`config.mk`:
```
export PLATFORM = sky130hd
export DESIGN_NAME = psram_lp_ctrl
export DESIGN_NICKNAME = d
export VERILOG_FILES = /design/src/rtl/psram_lp_pkg.sv /design/src/rtl/psram_lp_timer.sv /design/src/rtl/psram_lp_fsm.sv /design/src/rtl/psram_lp_modereg.sv /design/src/rtl/psram_lp_window.sv /design/src/rtl/psram_lp_validmap.sv /design/src/rtl/psram_lp_ctrl.sv
export SDC_FILE = /design/constraint.sdc
export NUM_CORES = 1
export LEC_CHECK = 0
export BUFFER_PORTS_ARGS = -buffer_cell sky130_fd_sc_hd__buf_2
export CORE_ASPECT_RATIO = 0.5
export CORE_MARGIN = 1
export CORE_UTILIZATION = 51
export CTS_CLUSTER_DIAMETER = 30
export DETAILED_ROUTE_END_ITERATION = 12
export GPL_ROUTABILITY_DRIVEN = 0
export PLACE_DENSITY = 0.86
export SYNTH_ARGS = -nofsm -noshare
export SYNTH_HDL_FRONTEND = slang
export SYNTH_SLANG_ARGS = --single-unit
```
`constraint.sdc`:
```
create_clock -name clk -period 5.3 [get_ports clk]
set_input_delay 1.06 -clock clk [delete_from_list [all_inputs] [get_ports clk]]
set_output_delay 1.06 -clock clk [all_outputs]
set_load 0.005 [all_outputs]
```
`src/rtl/psram_lp_pkg.sv`:
```
package psram_lp_pkg;

   typedef enum logic [1:0] {
      PS_NORMAL  = 2'b00,
      PS_PARTIAL = 2'b01,
      PS_DEEP    = 2'b10,
      PS_WAKE    = 2'b11
   } pwr_state_e;

   // Mode register bit positions that the controller decodes
   localparam int MRB_DPD_OFF = 4;
   localparam int MRB_PAR_OFF = 3;
   localparam int MRB_TOP     = 2;
   localparam int MRB_QUARTER = 1;

   function automatic int cycles_from_ns(int clk_khz, int ns);
      longint prod;
      prod = longint'(clk_khz) * longint'(ns);
      return int'((prod + 64'd999_999) / 64'd1_000_000);
   endfunction

   function automatic int cycles_from_us(int clk_khz, int us);
      longint prod;
      prod = longint'(clk_khz) * longint'(us);
      return int'((prod + 64'd999) / 64'd1_000);
   endfunction

endpackage

```
`src/rtl/psram_lp_timer.sv`:
```
module psram_lp_timer #(
   parameter int LIMIT = 25
) (
   input  logic clk,
   input  logic rst_n,
   input  logic run,
   output logic done
);
   localparam int CW = $clog2(LIMIT + 1);

   if (LIMIT < 1) begin : g_bad_limit
      $error("psram_lp_timer: LIMIT must be at least 1");
   end

   logic [CW-1:0] cnt;

   assign done = run && (cnt == CW'(LIMIT - 1));

   always_ff @(posedge clk or negedge rst_n) begin
      if (!rst_n)             cnt <= '0;
      else if (!run || done)  cnt <= '0;
      else                    cnt <= cnt + 1'b1;
   end

   AST_TIMER_IN_RANGE: assert property (@(posedge clk) disable iff (!rst_n)
      cnt <= CW'(LIMIT - 1));

endmodule

```
`src/rtl/psram_lp_fsm.sv`:
```
module psram_lp_fsm
   import psram_lp_pkg::*;
(
   input  logic       clk,
   input  logic       rst_n,
   input  logic       sel,
   input  logic       lp_req_n,
   input  logic       dpd_off,
   input  logic       par_off,
   input  logic       enter_done,
   input  logic       wake_done,
   output pwr_state_e st,
   output logic       enter_run,
   output logic       wake_run,
   output logic       ev_par,
   output logic       ev_dpd,
   output logic       ev_dpd_exit
);
   pwr_state_e st_nxt;

   assign enter_run   = (st == PS_NORMAL) && !sel && !lp_req_n;
   assign wake_run    = (st == PS_WAKE);
   assign ev_dpd      = (st == PS_NORMAL) && enter_done && !dpd_off;
   assign ev_par      = (st == PS_NORMAL) && enter_done && dpd_off && !par_off;
   assign ev_dpd_exit = (st == PS_DEEP) && lp_req_n;

   always_comb begin
      st_nxt = st;
      unique case (st)
         PS_NORMAL: begin
            if (ev_dpd)      st_nxt = PS_DEEP;
            else if (ev_par) st_nxt = PS_PARTIAL;
         end
         PS_PARTIAL: if (lp_req_n)  st_nxt = PS_NORMAL;
         PS_DEEP:    if (lp_req_n)  st_nxt = PS_WAKE;
         PS_WAKE:    if (wake_done) st_nxt = PS_NORMAL;
         default:                   st_nxt = PS_NORMAL;
      endcase
   end

   always_ff @(posedge clk or negedge rst_n) begin
      if (!rst_n) st <= PS_NORMAL;
      else        st <= st_nxt;
   end

   AST_ENTRY_FROM_STANDBY: assert property (@(posedge clk) disable iff (!rst_n)
      ((st == PS_PARTIAL || st == PS_DEEP) && $past(st) == PS_NORMAL)
      |-> (!$past(sel) && !$past(lp_req_n)));

   AST_DEEP_PRIORITY: assert property (@(posedge clk) disable iff (!rst_n)
      (st == PS_PARTIAL && $past(st) == PS_NORMAL) |-> $past(dpd_off));

   AST_PARTIAL_EXIT_FAST: assert property (@(posedge clk) disable iff (!rst_n)
      (st == PS_PARTIAL && lp_req_n) |=> (st == PS_NORMAL));

endmodule

```
`src/rtl/psram_lp_modereg.sv`:
```
module psram_lp_modereg
   import psram_lp_pkg::*;
#(
   parameter int             MR_W    = 8,
   parameter logic [MR_W-1:0] MR_RESET = 8'h18
) (
   input  logic            clk,
   input  logic            rst_n,
   input  pwr_state_e      st,
   input  logic            we,
   input  logic [MR_W-1:0] wdata,
   input  logic            reload,
   output logic [MR_W-1:0] mr
);
   if (MR_W < 5) begin : g_bad_width
      $error("psram_lp_modereg: MR_W must hold bits 4..1");
   end

   always_ff @(posedge clk or negedge rst_n) begin
      if (!rst_n)                        mr <= MR_RESET;
      else if (reload)                   mr <= MR_RESET;
      else if (we && st == PS_NORMAL)    mr <= wdata;
   end

   AST_MODE_FROZEN_LOWPWR: assert property (@(posedge clk) disable iff (!rst_n)
      (st == PS_PARTIAL || st == PS_WAKE || (st == PS_DEEP && !reload))
      |=> $stable(mr));

   AST_MODE_RELOADED: assert property (@(posedge clk) disable iff (!rst_n)
      reload |=> (mr == MR_RESET));

endmodule

```
`src/rtl/psram_lp_window.sv`:
```
module psram_lp_window
   import psram_lp_pkg::*;
#(
   parameter int ADDR_W   = 24,
   parameter int SEG_BITS = 4
) (
   input  pwr_state_e                  st,
   input  logic                        top,
   input  logic                        quarter,
   output logic [ADDR_W-1:0]           keep_lo,
   output logic [ADDR_W-1:0]           keep_hi,
   output logic                        keep_none,
   output logic [(1<<SEG_BITS)-1:0]    seg_keep
);
   localparam int NSEG = 1 << SEG_BITS;
   localparam logic [ADDR_W-1:0] HALF_LO = {1'b1,  {(ADDR_W-1){1'b0}}};
   localparam logic [ADDR_W-1:0] QTR_LO  = {2'b11, {(ADDR_W-2){1'b0}}};
   localparam logic [ADDR_W-1:0] ALL_ONE = {ADDR_W{1'b1}};

   if (SEG_BITS < 2 || SEG_BITS > ADDR_W) begin : g_bad_seg
      $error("psram_lp_window: SEG_BITS must lie in 2..ADDR_W");
   end

   // Per-segment membership of the partial-refresh window
   for (genvar s = 0; s < NSEG; s++) begin : g_seg
      localparam logic [1:0] TOP2 = 2'(s >> (SEG_BITS - 2));
      logic in_half, in_qtr;
      assign in_half     = top ? TOP2[1]          : !TOP2[1];
      assign in_qtr      = top ? (TOP2 == 2'b11)  : (TOP2 == 2'b00);
      assign seg_keep[s] = quarter ? in_qtr : in_half;
   end

   always_comb begin
      keep_none = 1'b0;
      keep_lo   = '0;
      keep_hi   = ALL_ONE;
      unique case (st)
         PS_PARTIAL: begin
            if (quarter) begin
               keep_lo = top ? QTR_LO : '0;
               keep_hi = top ? ALL_ONE : ~QTR_LO;
            end else begin
               keep_lo = top ? HALF_LO : '0;
               keep_hi = top ? ALL_ONE : ~HALF_LO;
            end
         end
         PS_DEEP: begin
            keep_none = 1'b1;
            keep_hi   = '0;
         end
         default: ;
      endcase
   end

endmodule

```
`src/rtl/psram_lp_validmap.sv`:
```
module psram_lp_validmap #(
   parameter int ADDR_W   = 24,
   parameter int SEG_BITS = 4
) (
   input  logic                      clk,
   input  logic                      rst_n,
   input  logic                      wr_hit,
   input  logic [ADDR_W-1:0]         wr_addr,
   input  logic                      ev_par,
   input  logic                      ev_dpd,
   input  logic [(1<<SEG_BITS)-1:0]  seg_keep,
   input  logic [ADDR_W-1:0]         q_addr,
   output logic                      q_valid
);
   localparam int NSEG = 1 << SEG_BITS;

   if (SEG_BITS > 10) begin : g_bad_map
      $error("psram_lp_validmap: SEG_BITS too large for a flag map");
   end

   logic [NSEG-1:0]     flags, flags_nxt;
   logic [SEG_BITS-1:0] wr_seg, q_seg;

   assign wr_seg = wr_addr[ADDR_W-1 -: SEG_BITS];
   assign q_seg  = q_addr[ADDR_W-1 -: SEG_BITS];

   for (genvar s = 0; s < NSEG; s++) begin : g_flag
      always_comb begin
         if (ev_dpd || (ev_par && !seg_keep[s]))
            flags_nxt[s] = 1'b0;
         else if (wr_hit && wr_seg == SEG_BITS'(s))
            flags_nxt[s] = 1'b1;
         else
            flags_nxt[s] = flags[s];
      end
   end

   always_ff @(posedge clk or negedge rst_n) begin
      if (!rst_n) flags <= '0;
      else        flags <= flags_nxt;
   end

   assign q_valid = flags[q_seg];

   AST_DEEP_WIPES_ALL: assert property (@(posedge clk) disable iff (!rst_n)
      ev_dpd |=> (flags == '0));

   AST_PARTIAL_DROPS_OUTSIDE: assert property (@(posedge clk) disable iff (!rst_n)
      ev_par |=> ((flags & ~$past(seg_keep)) == '0));

endmodule

```
`src/rtl/psram_lp_ctrl.sv`:
```
module psram_lp_ctrl
   import psram_lp_pkg::*;
#(
   parameter int              CLK_KHZ  = 50_000,
   parameter int              ENTER_NS = 500,
   parameter int              WAKE_US  = 200,
   parameter int              ADDR_W   = 24,
   parameter int              SEG_BITS = 4,
   parameter int              MR_W     = 8,
   parameter logic [MR_W-1:0] MR_RESET = 8'h18
) (
   input  logic              clk,
   input  logic              rst_n,
   input  logic              sel,
   input  logic              lp_req_n,
   input  logic              mode_we,
   input  logic [MR_W-1:0]   mode_wdata,
   input  logic              wr_en,
   input  logic [ADDR_W-1:0] wr_addr,
   input  logic [ADDR_W-1:0] q_addr,
   output logic [1:0]        pwr_state,
   output logic              ready,
   output logic [MR_W-1:0]   mode_q,
   output logic [ADDR_W-1:0] keep_lo,
   output logic [ADDR_W-1:0] keep_hi,
   output logic              keep_none,
   output logic              q_valid
);
   localparam int ENTER_CYC = cycles_from_ns(CLK_KHZ, ENTER_NS);
   localparam int WAKE_CYC  = cycles_from_us(CLK_KHZ, WAKE_US);
   localparam int NSEG      = 1 << SEG_BITS;

   if (ENTER_CYC < 1 || WAKE_CYC < 1) begin : g_bad_timing
      $error("psram_lp_ctrl: clock too slow for the timed intervals");
   end

   pwr_state_e      st;
   logic            enter_run, wake_run, enter_done, wake_done;
   logic            ev_par, ev_dpd, ev_dpd_exit;
   logic [MR_W-1:0] mr;
   logic [NSEG-1:0] seg_keep;
   logic            wr_hit;

   psram_lp_timer #(.LIMIT(ENTER_CYC)) u_enter_tmr (
      .clk(clk), .rst_n(rst_n), .run(enter_run), .done(enter_done));

   psram_lp_timer #(.LIMIT(WAKE_CYC)) u_wake_tmr (
      .clk(clk), .rst_n(rst_n), .run(wake_run), .done(wake_done));

   psram_lp_fsm u_fsm (
      .clk(clk), .rst_n(rst_n), .sel(sel), .lp_req_n(lp_req_n),
      .dpd_off(mr[MRB_DPD_OFF]), .par_off(mr[MRB_PAR_OFF]),
      .enter_done(enter_done), .wake_done(wake_done), .st(st),
      .enter_run(enter_run), .wake_run(wake_run),
      .ev_par(ev_par), .ev_dpd(ev_dpd), .ev_dpd_exit(ev_dpd_exit));

   psram_lp_modereg #(.MR_W(MR_W), .MR_RESET(MR_RESET)) u_mode (
      .clk(clk), .rst_n(rst_n), .st(st), .we(mode_we), .wdata(mode_wdata),
      .reload(ev_dpd_exit), .mr(mr));

   psram_lp_window #(.ADDR_W(ADDR_W), .SEG_BITS(SEG_BITS)) u_win (
      .st(st), .top(mr[MRB_TOP]), .quarter(mr[MRB_QUARTER]),
      .keep_lo(keep_lo), .keep_hi(keep_hi), .keep_none(keep_none),
      .seg_keep(seg_keep));

   assign wr_hit = wr_en && sel && (st == PS_NORMAL);

   psram_lp_validmap #(.ADDR_W(ADDR_W), .SEG_BITS(SEG_BITS)) u_valid (
      .clk(clk), .rst_n(rst_n), .wr_hit(wr_hit), .wr_addr(wr_addr),
      .ev_par(ev_par), .ev_dpd(ev_dpd), .seg_keep(seg_keep),
      .q_addr(q_addr), .q_valid(q_valid));

   assign pwr_state = st;
   assign ready     = (st == PS_NORMAL);
   assign mode_q    = mr;

endmodule

```
### Word-level counts from Yosys, hierarchy flattened

Cells that the tools add are included.

| storage, ports and cells | value |
|---|---|
| output and inout bits | 61 |
| input bits | 62 |
| register bits | 45 |
| logic and storage cells | 171 |

| cells by class | value |
|---|---|
| multiplexer cells | 57 |
| magnitude comparators | 1 |
| reduce and logical (&&, ||, !) cells | 67 |
| add/subtract/negate cells | 2 |
| equality and inequality tests | 24 |

Operators with widths:

| kind | number |
|---|---|
| 24-bit 2-to-1 mux | 7 |
| 24-bit one-hot mux with 2 select lines | 1 |
| 1-bit 2-to-1 mux | 38 |
| 2-bit nonzero test | 17 |
| 4-bit == test, second input constant | 8 |
| 1-bit logical AND | 32 |
| 4-bit by 3-bit == test with 1-bit output, second input constant | 4 |
| 8-bit 2-to-1 mux | 2 |
| 14-bit by 1-bit adder with 14-bit output, second input constant | 1 |
| 14-bit == test, second input constant | 1 |
| 14-bit 2-to-1 mux | 1 |
| 2-bit 2-to-1 mux | 5 |
| 1-bit zero test | 9 |
| 4-bit by 2-bit == test with 1-bit output, second input constant | 2 |
| 2-bit one-hot mux with 4 select lines | 1 |
| 1-bit logical OR | 6 |
| 2-bit inequality test, second input constant | 3 |
| 5-bit by 1-bit adder with 5-bit output, second input constant | 1 |
| 5-bit == test, second input constant | 1 |
| 4-bit by 5-bit less-than comparator with 1-bit output, second input constant | 1 |
| 5-bit 2-to-1 mux | 1 |
| 1-bit binary-select mux with 4-bit select | 1 |
| 2-bit == test, second input constant | 2 |
| 4-bit by 1-bit == test with 1-bit output, second input constant | 1 |
| other kinds (5) | 5 |

### Longest topological paths before layout

Gate-level depths: netlist of run 1.

| depth | value |
|---|---|
| word-level depth | 10 |
| depth in mapped cells | 6 |
| mapped depth without buffers | 6 |

### Modules after synthesis

From an unflattened synthesis of run 1, not the netlist that was laid out.

| second synthesis, totals | value |
|---|---|
| cells, all modules | 295 |
| area total of the unflattened synthesis | 2892.8 µm² |

By module, submodules not included:

| module | area an instance (µm²) | instances | cells an instance | seq. area each (µm²) |
|---|---|---|---|---|
| psram_lp_validmap | 859.6 | 1 | 81 | 400.4 |
| psram_lp_timer (u_wake_tmr) | 691.9 | 1 | 70 | 350.3 |
| psram_lp_window | 488.0 | 1 | 68 | 0.0 |
| psram_lp_modereg | 401.6 | 1 | 35 | 202.7 |
| psram_lp_timer (u_enter_tmr) | 285.3 | 1 | 23 | 125.1 |
| psram_lp_fsm | 150.1 | 1 | 16 | 50.0 |
| psram_lp_ctrl | 16.3 | 1 | 2 | 0.0 |

### Worst setup path after synthesis of run 1

OpenSTA, ideal clock, no wires.

| path | value |
|---|---|
| kind | in2out |
| from | input port q_addr[20] |
| to | output port q_valid |
| cell stages on the path | 4 |
| arrival time | 1.911 ns |
| buffers on the path | 0 |
| required time | 4.240 ns |
| setup slack | 2.329 ns |
| path through | mux4_2 -> nor2b_1 -> a211oi_1 -> a21oi_1 |

| between the ends | value |
|---|---|
| word-level cells in the longest chain between the ends | 2 |

Ends and longest elaborated chain:

| element | RTL line | RTL |
|---|---|---|
| from (decl) | psram_lp_ctrl.sv:20 | `input logic [ADDR_W-1:0] q_addr,` |
| 1-bit binary-select mux with 4-bit select | psram_lp_validmap.sv:43 | `assign q_valid = flags[q_seg];` |
| 1-bit 2-to-1 mux (implied by the code) | psram_lp_validmap.sv:43 |  |
| to (decl) | psram_lp_ctrl.sv:27 | `output logic q_valid` |

No other way between the ends. The select of a mux whose other input is x is not followed.

### Worst setup path in the final report of run 1

Ends and elaborated chain as after synthesis.

==> impl_metrics.ini, run 1 <==
[outcome]
status = finished clean

[power_and_ir_drop]
p_leak_nw = 1.233
vdd_drop_max_mv = 0.1749
power.density_mw_per_mm2 = 313.8
p_total_w = 0.0008877

[clock_network]
cts_sinks = 45
cts_tree = built
cts_root_buf = clkbuf_8
htreeDepth = 2
clock_path_buffers = 2
ctsResizeCount = 0
cts_hold_buf = 0
clk_transition_reported_paths_ns = 0.08
worstSkewPairLatency_ns = 0.30
cts_setup_buffers = 0
numCtsBuffers = 5

[detailed_routing]
drt_wl_total_um = 4705
viasPerCell = 5.143
route.detailed.drc = 0
firstDrtPassIters = 4
num_vias = 1975
drtAntennaViolNets = 0
routedWlPerCell_um = 12.25
drtIter0Drc = 102

[sta]
maxSlewHeadroom = 0.3578
hold_violations = 0
skew_ns = 0.005759
finalWorstSetupSlack_ns = 1.872
holdWs_ns = 0.4940
post-route-period-util = 0.6468
timing.fmax_mhz = 291.7
setup_viol = 0
finalCriticalPeriod_ns = 3.428
tns_ns = 0
rsz0062_at_grt = false
slew_viol_final = 0
worst_pin_slew_ns = 0.9633

[final_layout]
ff_latch_area_mm2 = 0.001129
antenna_cells = 0
area_growth_pct = 6.852
final_nets = 378
fillCellCount = 416
drive_above_1_share = 0.2484
final_util = 0.5710
multi_input_area_mm2 = 0.001185

[logic_synthesis]
ys_types = 43
synth-main-ff-cell = dfrtp_1
synth_area_leaders = dfrtp_1 (41%), buf_4 (14%), nor2_1 (4.8%)
synth_largest_area_cell = dfrtp_1
yosysTopAreaCellShare = 0.4064
ys_seq_area_frac = 0.4263
syn_area_per_cell_um2 = 9.524
syn_area_mm2 = 0.002648
ys_ff_latch = 45
syn-instance-count = 278
ys_async_sr_fraction = 1.000
ys.warnings.count = 0
synth_edf_count = 0

[worst_setup_path]
worst-r2r-setup-slack_ns = 3.02
slowest_delay_ns = 0.53
cp-start-kind = primary input
cp_max_fo = 4
arrival_ns = 2.37
cp.required_ns = 4.24
r2r-end = u_fsm.st[1]$_DFFE_PN0P_
path_cells = buf_2 > mux4_2 > nor2b_1 > a211oi_1 > a21oi_1 > buf_2
critPathCapture = q_valid
end_kind = output port
path_common_cell = buf_2
crit_path_top_delay_cell = mux4_2
crit_start = q_addr[20]
worstSetupPathType = primary input to output port
r2r_cells = 4
reg2reg_from = u_wake_tmr.cnt[6]$_DFF_PN0_

[global_route]
antenna_found_initial = 0
grt_use_total = 0.1773
grt_start_max_net_pins = 46
overflow = 0
grt_pass1_vias = 1771
grt_pass1_wl_um = 7728

[place]
hpwlAfterDp_um = 3505
detailedPlace.worstSlack_ns = 1.877
numPortBuffers = 60

[floorplan]
rows = 18
die_width_um = 103.9
die_h_um = 52.95
core_mm2 = 0.004955
start_util = 0.5343
pin_count = 123
die-area_mm2 = 0.005501

[hold_path]
min-delay-start = u_valid.flags[9]$_DFFE_PN0P_
hp-class = flop to flop

[job]
maxCapViolCount = 0
[through the flow]
step	cell area [um2]	cells
after floorplan	2726	299
after global placement	2728	376
after detailed placement	2728	376
after CTS	2829	384
after global routing	2829	384
final	2829	384
[registers in the layout (all words and copies together) (netlist names)]
register and flops:
u_valid.flags 16, u_enter_tmr.cnt 5, u_wake_tmr.cnt 14, u_fsm.st 2
u_mode.mr 8
[layout make-up]
type	instances	area share
Sequential cell	45	0.3989
Tap cell	70	0.03096
Multi-Input combinational cell	194	0.4188
Clock inverter	1	0.001769
Timing Repair Buffer	60	0.1061
Inverter	7	0.009288
Clock buffer	7	0.03406
[layout by cell type (no fill, tap or decap), types with 2 or more instances in the layout]
master	Yosys	routed
nor3_1	5	5
ha_1	3	3
nand3_1	8	8
a21oi_1	22	22
xor2_1	4	4
and3b_1	2	2
nor4_1	5	5
a31oi_1	3	3
buf_2	0	60
inv_1	7	7
nor2_1	34	34
o22a_1	4	4
nor2b_1	14	14
xnor2_1	9	9
o21ai_0	10	10
and3_1	2	2
clkbuf_8	0	7
o21a_1	6	6
dfstp_2	2	2
and2_1	2	2
nand2_1	13	13
nor3b_1	2	2
dfrtp_1	43	43
nand2b_1	4	4
conb_1	1	22
mux4_2	4	4
[kinds of logic (layout without fill, tap and decap cells)]
family | Yosys count | in the layout | share of synthesized area
DFF | 45 | 45 | 0.4263
AOI/OAI and AO/OA | 50 | 50 | 0.1196
muxes | 6 | 6 | 0.04206
other | 1 | 22 | 0.001416
adders and majority gates | 3 | 3 | 0.01418
and+or+nand+nor | 100 | 100 | 0.1975
xor gates and xnor gates | 13 | 13 | 0.04301
buffers and inverters | 60 | 75 | 0.1560
[worst max-delay path, delay by kind of cell]
kind	cells	cell delay, ns
simple gates	1	0.15
compound gates	2	0.32
buf+inv	2	0.30
mux	1	0.53
[report_power, final]
group          leakage [nW]  switching (W)  internal, W  total (W)
Sequential            0.575      0.0000544     0.000410   0.000464
Combinational         0.604      0.0000919     0.000102   0.000194
Clock                0.0542       0.000111     0.000118   0.000229
[cells in the mapped netlist (all sizes together), types with 2 or more instances]
| master | number |
|---|---|
| buf | 49 |
| o21a | 6 |
| dfrtp | 43 |
| dfstp | 2 |
| xor2 | 4 |
| nand2b | 4 |
| o21ai | 10 |
| and2 | 2 |
| ha | 3 |
| xnor2 | 9 |
| inv | 7 |
| mux4 | 4 |
| clkbuf | 4 |
| nor4 | 5 |
| nand2 | 13 |
| nor3b | 2 |
| a31oi | 3 |
| or3 | 2 |
| nor3 | 5 |
| nor2 | 34 |
| o22a | 4 |
| nand3 | 8 |
| a21oi | 22 |
| and3b | 2 |
| nor2b | 14 |
| and3 | 2 |
[metal layers]
layer / share of wire / routed length [um] / track usage / vias to the layer above
met5: 0 / 0 / 0 / -
met4: 0 / 0 / 0.07381 / 0
met3: 0.041 / 195 / 0.02217 / 0
met2: 0.50 / 2347 / 0.3189 / 73
met1: 0.46 / 2163 / 0.2237 / 948
li1: - / - / - / 954
[how the worst min path moves through the flow]
stage	cells past startpoint	slack, ns	to
floorplan	1	0.45	u_enter_tmr.cnt[0]$_DFF_PN0_
global placement	2	0.47	u_valid.flags[4]$_DFFE_PN0P_
detailed placement	1	0.48	u_valid.flags[9]$_DFFE_PN0P_
CTS	1	0.49	u_valid.flags[9]$_DFFE_PN0P_
global route	1	0.51	u_valid.flags[9]$_DFFE_PN0P_
finish	1	0.49	u_valid.flags[9]$_DFFE_PN0P_
No activity file was read; power rests on OpenSTA's default activity.
==> inputs of run 2 (changes only) <==
--- a/config.mk
+++ b/config.mk
@@ -8,11 +8,11 @@
 export BUFFER_PORTS_ARGS = -buffer_cell sky130_fd_sc_hd__buf_2
 export CORE_ASPECT_RATIO = 0.5
 export CORE_MARGIN = 1
-export CORE_UTILIZATION = 51
+export CORE_UTILIZATION = 47
 export CTS_CLUSTER_DIAMETER = 30
 export DETAILED_ROUTE_END_ITERATION = 12
 export GPL_ROUTABILITY_DRIVEN = 0
-export PLACE_DENSITY = 0.86
+export PLACE_DENSITY = 0.8
 export SYNTH_ARGS = -nofsm -noshare
 export SYNTH_HDL_FRONTEND = slang
 export SYNTH_SLANG_ARGS = --single-unit
==> constraint.sdc (replaced) <==
create_clock -name clk -period 3.5 [get_ports clk]
set_input_delay 0.7 -clock clk [delete_from_list [all_inputs] [get_ports clk]]
set_output_delay 0.7 -clock clk [all_outputs]
set_load 0.005 [all_outputs]
==> impl_metrics.ini, run 2 (synthesis results as in run 1) <==
[final_layout]
regMostFlops = u_valid.flags
mostFrequentLayoutCells = buf_2 (60), dfrtp_1 (43), nor2_1 (34)
largest_register_ffs = 16
drive_above_1_share = 0.2389
multi_input_area_mm2 = 0.001185
final_common_cell = buf_2
antenna_cells = 0
fillCellCount = 467
reg.largest.list = u_valid.flags x16, u_wake_tmr.cnt x14, u_mode.mr x8
area_growth_pct = 6.049
final_util = 0.5444
ff_latch_area_mm2 = 0.001129
final_nets = 378

[detailed_routing]
drtIter0Drc = 66
drt_wl_total_um = 5030
viasPerCell = 5.081
route.detailed.drc = 0
num_vias = 1951
drtAntennaViolNets = 0
firstDrtPassIters = 4
routedWlPerCell_um = 13.10

[sta]
tns_ns = 0
timing.fmax_mhz = 360.6
maxSlewHeadroom = 0.3563
rsz0062_at_grt = false
post-route-period-util = 0.7924
slew_viol_final = 0
worst_pin_slew_ns = 0.9655
finalCriticalPeriod_ns = 2.773
skew_ns = 0.004535
holdWs_ns = 0.4984
hold_violations = 0
setup_viol = 0
finalWorstSetupSlack_ns = 0.7265

[clock_network]
cts_tree = built
clk_transition_reported_paths_ns = 0.08
cts_sinks = 45
ctsResizeCount = 0
cts_hold_buf = 0
clock_path_buffers = 2
numCtsBuffers = 5
worstSkewPairLatency_ns = 0.30
cts_setup_buffers = 0
htreeDepth = 2
cts_root_buf = clkbuf_8

[worst_setup_path]
path_cells = nor2b_1 > inv_1 > buf_2
arrival_ns = 2.07
r2r_cells = 4
worstSetupPathType = flop to output port
crit_buf_inv = 2
cp_top_family = flip-flops
cp.required_ns = 2.80
critical_path_depth = 3
cp-start-kind = flop
cp_max_fo = 22
slowest_delay_ns = 0.73
crit_path_top_delay_cell = dfrtp_1
end_kind = output port

[power_and_ir_drop]
vdd_drop_max_mv = 0.2912
power.density_mw_per_mm2 = 469.1
p_leak_nw = 1.219

[global_route]
grt_pass1_wl_um = 8148
overflow = 0
grt_start_max_net_pins = 46
grt_use_total = 0.1813
antenna_found_initial = 0
grt_pass1_vias = 1804

[job]
maxCapViolCount = 0

[hold_path]
whs_path_depth = 1
hp-class = flop to flop

[place]
hpwlAfterDp_um = 3689
numPortBuffers = 60
detailedPlace.worstSlack_ns = 0.8792

[floorplan]
die-area_mm2 = 0.005955
rows = 18
die_h_um = 55.07
start_util = 0.5133
core_mm2 = 0.005157
die_width_um = 108.1
pin_count = 123

[outcome]
status = finished clean
## run 2: cell count changes in the layout (fill, tap and decap cells not counted), sizes merged
cell	delta
clkbuf	+1
clkinv	-1
## run 2: path summary, 6_finish.rpt
check | end | from | slack, ns
max in group asynchronous | u_valid.flags[5]$_DFFE_PN0P_ | rst_n | 2.35
min in group asynchronous | u_mode.mr[5]$_DFFE_PN0P_ | rst_n | 0.55
worst max-delay path | keep_hi[6] | u_fsm.st[1]$_DFFE_PN0P_ | 0.73
worst min-delay path | u_valid.flags[9]$_DFFE_PN0P_ | u_valid.flags[9]$_DFFE_PN0P_ | 0.50
worst max register to register | u_fsm.st[1]$_DFFE_PN0P_ | u_wake_tmr.cnt[6]$_DFF_PN0_ | 1.24
worst min register to register | u_valid.flags[9]$_DFFE_PN0P_ | u_valid.flags[9]$_DFFE_PN0P_ | 0.50
## run 2: metrics by stage
step / total power (W) / instance area, um2 / std cells
6_report: 0.001317 / 2808 / 384
5_1_grt: 0.001391 / 2808 / 384
4_1_cts: 0.001319 / 2808 / 384
3_5_place_dp: 0.001011 / 2728 / 376
3_3_place_gp: 0.0009885 / 2728 / 376
2_1_floorplan: 0.0009233 / 2726 / 299
## run 2: metal layers
layer,up-vias,share of wire,GRT usage
met1,931,0.45,0.2185
met4,0,0.017,0.09132
met5,-,0,0
li1,947,-,-
met3,10,0.049,0.03044
met2,63,0.49,0.3280
## run 2: area by class of cell
type                            instances  share of cell area
Tap cell                               70             0.03119
Multi-Input combinational cell        194              0.4220
Inverter                                7            0.009358
Timing Repair Buffer                   60              0.1070
Sequential cell                        45              0.4020
Clock buffer                            8             0.02852
## run 2: where the power goes
| group | total, W | switching [W] | internal, W | leakage (nW) |
|---|---|---|---|---|
| clock | 0.000312 | 0.000170 | 0.000142 | 0.0395 |
| combinational | 0.000295 | 0.000140 | 0.000155 | 0.604 |
| sequential | 0.000709 | 0.0000881 | 0.000621 | 0.575 |
| total | 0.00132 | 0.000399 | 0.000918 | 1.22 |
